[config.mk]
export PLATFORM = sky130hd
export DESIGN_NAME = carry_alu
export DESIGN_NICKNAME = d
export VERILOG_FILES = /design/src/rtl/carry_alu_pkg.sv /design/src/rtl/alu_ripple_addsub.sv /design/src/rtl/alu_bitwise.sv /design/src/rtl/alu_compare.sv /design/src/rtl/carry_alu.sv
export SDC_FILE = /design/constraint.sdc
export NUM_CORES = 1
export LEC_CHECK = 0
export CAP_MARGIN = 25
export CORE_MARGIN = 10
export CORE_UTILIZATION = 35
export DETAILED_ROUTE_END_ITERATION = 10
export GPL_ROUTABILITY_DRIVEN = 0
export PLACE_DENSITY_LB_ADDON = 0.05
export SETUP_SLACK_MARGIN = 0.05
export SLEW_MARGIN = 20
export SYNTH_ARGS = -nofsm -noshare
export SYNTH_HDL_FRONTEND = slang
export SYNTH_SLANG_ARGS = --single-unit
[constraint.sdc]
create_clock -name vclk -period 44.1
set_clock_uncertainty 0.1 [all_clocks]
set_input_delay 6.615 -clock vclk [all_inputs]
set_output_delay 6.615 -clock vclk [all_outputs]
set_load 0.01 [all_outputs]
[src/rtl/carry_alu_pkg.sv]
package carry_alu_pkg;

    typedef enum logic [3:0] {
        OP_AND  = 4'b0000,
        OP_OR   = 4'b0001,
        OP_ADD  = 4'b0010,
        OP_ADDU = 4'b0011,
        OP_XOR  = 4'b0100,
        OP_SUB  = 4'b0110,
        OP_SUBU = 4'b0111,
        OP_SLT  = 4'b1000,
        OP_SLTU = 4'b1001,
        OP_NOR  = 4'b1100
    } alu_op_e;

    function automatic logic op_uses_sub(input logic [3:0] code);
        return (code == OP_SUB) || (code == OP_SUBU) ||
               (code == OP_SLT) || (code == OP_SLTU);
    endfunction

    function automatic logic op_is_signed_arith(input logic [3:0] code);
        return (code == OP_ADD) || (code == OP_SUB);
    endfunction

endpackage

[src/rtl/alu_ripple_addsub.sv]
module alu_ripple_addsub #(
    parameter int WIDTH = 32
) (
    input  logic [WIDTH-1:0] in_a,
    input  logic [WIDTH-1:0] in_b,
    input  logic             sub_mode,
    output logic [WIDTH-1:0] sum,
    output logic             carry_top_out,
    output logic             carry_top_in
);
    logic [WIDTH:0]   chain;
    logic [WIDTH-1:0] b_eff;

    assign chain[0] = sub_mode;
    assign b_eff    = in_b ^ {WIDTH{sub_mode}};

    for (genvar i = 0; i < WIDTH; i++) begin : g_bit
        assign sum[i]     = in_a[i] ^ b_eff[i] ^ chain[i];
        assign chain[i+1] = (in_a[i] & b_eff[i]) |
                            (in_a[i] & chain[i]) |
                            (b_eff[i] & chain[i]);
    end

    assign carry_top_out = chain[WIDTH];
    assign carry_top_in  = chain[WIDTH-1];
endmodule

[src/rtl/alu_bitwise.sv]
module alu_bitwise #(
    parameter int WIDTH = 32
) (
    input  logic [WIDTH-1:0] in_a,
    input  logic [WIDTH-1:0] in_b,
    output logic [WIDTH-1:0] and_v,
    output logic [WIDTH-1:0] or_v,
    output logic [WIDTH-1:0] xor_v,
    output logic [WIDTH-1:0] nor_v
);
    assign and_v = in_a & in_b;
    assign or_v  = in_a | in_b;
    assign xor_v = in_a ^ in_b;
    assign nor_v = ~(in_a | in_b);
endmodule

[src/rtl/alu_compare.sv]
module alu_compare (
    input  logic diff_sign,
    input  logic raw_ovf,
    input  logic carry_out,
    output logic lt_signed,
    output logic lt_unsigned
);
    // Signed: the true sign of a-b is the computed sign corrected by overflow.
    assign lt_signed   = diff_sign ^ raw_ovf;
    // Unsigned: no carry out of a + ~b + 1 means a borrow occurred.
    assign lt_unsigned = ~carry_out;
endmodule

[src/rtl/carry_alu.sv]
module carry_alu
    import carry_alu_pkg::*;
#(
    parameter int WIDTH = 32
) (
    input  logic [WIDTH-1:0] opnd_a,
    input  logic [WIDTH-1:0] opnd_b,
    input  logic [3:0]       op_sel,
    output logic [WIDTH-1:0] result,
    output logic             zero_flag,
    output logic             ovf_flag
);
    localparam int MSB = WIDTH - 1;

    logic             sub_mode;
    logic [WIDTH-1:0] arith_sum;
    logic             c_out;
    logic             c_in_top;
    logic             raw_ovf;
    logic [WIDTH-1:0] and_v, or_v, xor_v, nor_v;
    logic             lt_s, lt_u;

    assign sub_mode = op_uses_sub(op_sel);

    alu_ripple_addsub #(.WIDTH(WIDTH)) u_addsub (
        .in_a          (opnd_a),
        .in_b          (opnd_b),
        .sub_mode      (sub_mode),
        .sum           (arith_sum),
        .carry_top_out (c_out),
        .carry_top_in  (c_in_top)
    );

    assign raw_ovf = c_out ^ c_in_top;

    alu_bitwise #(.WIDTH(WIDTH)) u_bitwise (
        .in_a  (opnd_a),
        .in_b  (opnd_b),
        .and_v (and_v),
        .or_v  (or_v),
        .xor_v (xor_v),
        .nor_v (nor_v)
    );

    alu_compare u_cmp (
        .diff_sign   (arith_sum[MSB]),
        .raw_ovf     (raw_ovf),
        .carry_out   (c_out),
        .lt_signed   (lt_s),
        .lt_unsigned (lt_u)
    );

    always_comb begin
        result = '0;
        case (op_sel)
            OP_AND:                  result = and_v;
            OP_OR:                   result = or_v;
            OP_XOR:                  result = xor_v;
            OP_NOR:                  result = nor_v;
            OP_ADD, OP_ADDU,
            OP_SUB, OP_SUBU:         result = arith_sum;
            OP_SLT:                  result = {{(WIDTH-1){1'b0}}, lt_s};
            OP_SLTU:                 result = {{(WIDTH-1){1'b0}}, lt_u};
            default:                 result = '0;
        endcase
    end

    assign zero_flag = (result == '0);
    assign ovf_flag  = op_is_signed_arith(op_sel) & raw_ovf;
endmodule

==> Implementation_results.wiki, run 1 <==
{| class="wikitable"
! Metric !! Value
|-
| Number of global-route vias before repair || 4116
|-
| First DRT Iteration DRCs || 243
|-
| Worst-path maximum fanout || 35
|-
| CTS hold repair buffers || 0
|-
| Class of the most critical hold timing path || in -> out
|-
| Kind of cell adding the most delay to the critical path || adder cells
|-
| CP most frequent cell || fa_1
|-
| Wire length of the first global-routing pass || 22.3 mm
|-
| Synth Instances || 477
|-
| Area growth, synth to finish || 30.9%
|-
| Pin slew with the least headroom to its limit || 0.670 ns
|-
| DR WL/cell || 20.3 um
|-
| Number of clock buffers in the layout || 0
|-
| Data required time at the worst endpoint || 37.39 ns
|-
| Sequential cell area || 0 sq um
|-
| Vias after detailed routing || 3812
|-
| Hold Vio Cnt, Final || 0
|-
| Run status || complete, no violations
|-
| Horiz. Die Dim || 123 um
|-
| Critical setup path kind || in -> out
|-
| Number of remaining DRC errors || 0
|-
| Yosys synthesis warning count || 0
|-
| Max Cap Viol || 0
|-
| Aggregate global routing overflow || 0
|-
| Maximum operating frequency || 33.3 MHz
|-
| Number of distinct library cells after synthesis || 55
|-
| Number of nets with antenna violations after routing || 0
|-
| Length of the first detailed-routing pass in iterations || 4
|-
| Area of the core region || 0.0103 sq mm
|-
| Critical Path Source Type || primary input
|-
| Leakage dissipation || 2.13 nW
|-
| Max VDD drop || 7.22 uV
|-
| Global-route usage over all layers || 18.4%
|-
| Layout net count || 725
|-
| Signal arrival time at the worst endpoint || 23.28 ns
|-
| Relative slew slack || 54.2%
|-
| Share of the cycle needed by the critical path after routing || 68.0%
|-
| Diode insertion count for antenna repair || 0
|-
| Fraction of layout cells with a size suffix above 1 || 4.29%
|-
| Count of input and output buffers || 102
|-
| Count of instances resized after the clock tree is built || 0
|-
| Vias per Instance || 5.48
|-
| Cell at the slowest stage of the critical path || clkdlybuf4s50_1
|-
| Die span in y || 123 um
|-
| Starting density of the core || 35.9%
|-
| Post-synthesis sequential area ratio || 0%
|-
| Max incr delay on CP || 0.58 ns
|-
| Unrepaired setup endpoints after global routing || no
|-
| Full die area || 0.0151 sq mm
|-
| Number of antenna violations at the first check in global routing || 0
|-
| Post-CTS Setup Inserts || 0
|-
| Cell Rows || 37
|-
| Pins Over Slew Limit || 0
|-
| Shortest clock period the worst path allows after layout || 30.00 ns
|-
| Total negative slack || 0 ns
|-
| Fin area || 0.00485 sq mm
|-
| Avg Synthesized Cell Area || 7.76 sq um
|-
| Setup Viol. Count Final || 0
|-
| Largest net degree at the start of global routing || 56
|-
| Total nets after synthesis || 641
|-
| Ratio of total power to cell area || 14.3 mW/mm^2
|-
| Total routed wirelength || 14.1 mm
|-
| Count of sequential standard cells || 0
|-
| Count of buffering cells on the critical path with inverters included || 5
|-
| Standard cell area after detailed placement || 0.00485 sq mm
|-
| HPWL after detailed placement || 11.1 mm
|-
| Category of the worst setup path capture point || primary output
|-
| Number of top-level pins || 102
|-
| Netlist area before placement || 0.00370 sq mm
|}
## final cells by class
type | instances | area [sq um]
repair buffers | 113 | 1090
well taps | 136 | 170
multi-input cells | 372 | 3310
fillers | 1023 | 5480
inverters | 74 | 278
## path summary, 6_finish.rpt
kind	end	startpoint	depth (start not counted)
max	zero_flag	op_sel[2]	45
min	result[5]	op_sel[3]	4
## synth_stat cells, types with 4 or more instances
| cell type | count | area, sq um |
|---|---|---|
| o31ai_1 | 4 | 30.0 |
| buf_2 | 6 | 30.0 |
| a31oi_1 | 6 | 37.5 |
| nor2b_1 | 7 | 43.8 |
| a2bb2oi_1 | 10 | 87.6 |
| nor3b_1 | 5 | 37.5 |
| and3_1 | 4 | 25.0 |
| clkbuf_1 | 19 | 71.3 |
| a32oi_1 | 6 | 52.6 |
| nand3_1 | 15 | 75.1 |
| nor4_1 | 6 | 37.5 |
| inv_1 | 74 | 278 |
| xnor2_1 | 31 | 272 |
| buf_1 | 5 | 18.8 |
| nor2_1 | 14 | 52.6 |
| ha_1 | 64 | 801 |
| o21bai_1 | 11 | 82.6 |
| a22oi_1 | 13 | 97.6 |
| and3b_1 | 4 | 35.0 |
| o21ai_0 | 26 | 130 |
| fa_1 | 32 | 641 |
| o211ai_1 | 6 | 45.0 |
| a221oi_1 | 4 | 35.0 |
| nand2b_1 | 6 | 37.5 |
| and2_1 | 5 | 31.3 |
| nand2_1 | 24 | 90.1 |
| a21oi_1 | 20 | 100 |
| or2_2 | 4 | 25.0 |
## layout by cell type (no fill, tap or decap), types with 13 or more instances in the layout
cell             netlist  layout
nand3_1               15      15
clkdlybuf4s50_1        0     100
nand2_1               24      24
ha_1                  64      64
nor2_1                14      14
fa_1                  32      32
a21oi_1               20      20
o21ai_0               26      26
inv_1                 74      74
a22oi_1               13      13
xnor2_1               31      31
## per-stage QoR
| step | std cells | power (mW) | hold slack, ns | setup WS [ns] | util (%) |
|---|---|---|---|---|---|
| 6_report | 695 | 0.0694 | 14.28 | 14.10 | 47.0 |
| 5_1_grt | 695 | 0.0768 | 14.34 | 13.41 | 47.0 |
| 4_1_cts | 695 | 0.0698 | 14.28 | 14.03 | 47.0 |
| 3_5_place_dp | 695 | 0.0691 | 14.28 | 14.05 | 47.0 |
| 3_3_place_gp | 693 | 0.0689 | 14.28 | 14.35 | 46.8 |
| 2_1_floorplan | 477 | 0.0392 | 13.31 | 15.72 | - |
## metal layers
metal	wire [um]	up-vias	global-route usage, %	share of wire [%]
met4	227	0	3.02	1.6
met1	5950	1845	22.1	42
li1	-	1818	-	-
met5	0	-	0	0
met2	7110	134	34.0	50
met3	828	15	2.94	5.9
## power breakdown
group	switching (mW)	internal, mW
logic	0.0357	0.0337
clock network	0	0
registers	0	0
total	0.0357	0.0337
## cells by family after synthesis
kind of cell / synth area share, %
AO/OA/AOI/OAI: 23.6
XOR/XNOR: 7.57
adder cells (fa/ha/maj): 38.9
buffers and inverters: 11.0
multiplexers: 2.03
AND/OR/NAND/NOR: 16.8
(Power assumes the default switching activity.)
==> inputs of run 2 (changes only) <==
clock period = 25.5 ns   (was 44.1 ns; I/O delays follow)
==> run 2 against run 1 <==
  * Worst hold slack got worse by 5.9 ns
  * Combinational power is 73% higher
  * Sequential share of layout area did not move
  * Non-clock buffer count is 1 lower
  * First-iteration DRC count up 24%
==> Implementation_results.wiki, run 2 (synthesized netlist as in run 1, its figures left out) <==
{| class="wikitable"
! Metric !! Value
|-
| Share of the cycle needed by the critical path after routing || 95.0%
|-
| Layout net count || 724 (-0.14%)
|-
| Worst Hold Slack || 8.37 ns (-5.91 ns)
|-
| Filler cell count in the final layout || 1022 (-0.098%)
|-
| Global-route usage over all layers || 18.2% (-0.20 points)
|-
| First DRT Iteration DRCs || 302 (+24%)
|-
| Critical setup path kind || in -> out
|-
| Max Cap Viol || 0 (unchanged)
|-
| Max incr delay on CP || 0.67 ns (+0.09 ns)
|-
| Starting density of the core || 35.9% (unchanged)
|-
| Run status || complete, no violations
|-
| Length of the first detailed-routing pass in iterations || 5 (+1)
|-
| Aggregate global routing overflow || 0 (unchanged)
|-
| Setup Viol. Count Final || 0 (unchanged)
|-
| Die span in y || 123 um (unchanged)
|-
| Largest net degree at the start of global routing || 49 (-13%)
|-
| Critical Path Source Type || primary input
|-
| Fraction of layout cells with a size suffix above 1 || 4.12% (-0.17 points)
|-
| Horiz. Die Dim || 123 um (unchanged)
|-
| Kind of cell adding the most delay to the critical path || adder cells
|-
| Cell Rows || 37 (unchanged)
|-
| Pin slew with the least headroom to its limit || 1.02 ns (+0.351 ns)
|-
| Number of remaining DRC errors || 0 (unchanged)
|-
| Number of nets with antenna violations after routing || 0 (unchanged)
|-
| Filler-free cell count of the finished design || 694 (-0.14%)
|-
| Unrepaired setup endpoints after global routing || no
|-
| CTS hold repair buffers || 0 (unchanged)
|-
| Shortest clock period the worst path allows after layout || 24.23 ns
|-
| Top library cells by usage in the layout, fill and taps aside || clkdlybuf4s50_1 (100), inv_1 (74), ha_1 (64), fa_1 (32), xnor2_1 (31)
|-
| Signal arrival time at the worst endpoint || 20.30 ns (-2.98 ns)
|-
| Leakage dissipation || 2.13 nW (+0.11%)
|-
| Hold Vio Cnt, Final || 0 (unchanged)
|-
| Max VDD drop || 12.1 uV (+68%)
|-
| Full die area || 0.0151 sq mm (unchanged)
|-
| Worst-path maximum fanout || 29 (-17%)
|-
| HPWL after detailed placement || 11.4 mm (+2.5%)
|-
| Diode insertion count for antenna repair || 0 (unchanged)
|-
| Most common cell after layout, fill and taps aside || clkdlybuf4s50_1
|-
| CP most frequent cell || fa_1
|-
| Sequential cell area || 0 sq um (unchanged)
|-
| Category of the worst setup path capture point || primary output
|-
| Vias per Instance || 5.63 (+2.6%)
|-
| Area growth, synth to finish || 31.2%
|-
| Class of the most critical hold timing path || in -> out
|-
| Cell at the slowest stage of the critical path || clkdlybuf4s50_1
|-
| Count of sequential standard cells || 0 (unchanged)
|-
| Total power of the final layout || 0.120 mW (+73%)
|-
| Count of input and output buffers || 102 (unchanged)
|-
| Total routed wirelength || 14.1 mm (+0.11%)
|-
| Count of instances resized after the clock tree is built || 0 (unchanged)
|-
| Post-CTS Setup Inserts || 0 (unchanged)
|-
| Number of clock buffers in the layout || 0 (unchanged)
|-
| Number of top-level pins || 102 (unchanged)
|-
| Ratio of total power to cell area || 24.7 mW/mm^2 (+72%)
|-
| Number of global-route vias before repair || 4115 (-0.024%)
|-
| DR WL/cell || 20.4 um (+0.25%)
|-
| Placed Cells || 692 (-0.43%)
|-
| Relative slew slack || 31.0% (-23 points)
|-
| Area of the core region || 0.0103 sq mm (unchanged)
|-
| Count of buffering cells on the critical path with inverters included || 3 (-2)
|-
| Number of antenna violations at the first check in global routing || 0 (unchanged)
|-
| Wire length of the first global-routing pass || 22.2 mm (-0.37%)
|-
| Multi-input gate area || 0.00331 sq mm (unchanged)
|-
| Vias after detailed routing || 3907 (+2.5%)
|-
| Data required time at the worst endpoint || 21.57 ns (-15.82 ns)
|-
| Total negative slack || 0 ns (unchanged)
|-
| Maximum operating frequency || 41.3 MHz
|-
| Pins Over Slew Limit || 0 (unchanged)
|}
-- run 2: final cells by class --
class	instances	area share (%)
inverters	74	5.71
multi-input cells	372	68.0
well taps	136	3.50
repair buffers	112	22.8
-- run 2: path summary, 6_finish.rpt --
kind	from	cells after the start	endpoint
setup / recovery	op_sel[2]	42	zero_flag
hold / removal	op_sel[1]	3	result[31]
-- run 2: power breakdown --
part           internal (mW)  total [mW]  switching, mW
sequential                 0           0              0
combinational         0.0585       0.120         0.0614
clock                      0           0              0
total                 0.0585       0.120         0.0614
-- run 2: per-layer routing --
layer / track usage [%] / wire [um]
met4: 2.43 / 199
met5: 0 / 0
met2: 33.1 / 7070
met3: 2.25 / 931
met1: 22.9 / 5920
-- run 2: metrics by stage --
step / cell area (sq um) / utilization (%) / setup WS, ns
floorplan: 3700 / - / 2.70
global placement: 4820 / 46.7 / 1.59
detailed placement: 4830 / 46.8 / 1.26
CTS: 4830 / 46.8 / 1.19
global route: 4860 / 47.1 / 0.576
finish: 4860 / 47.1 / 1.27
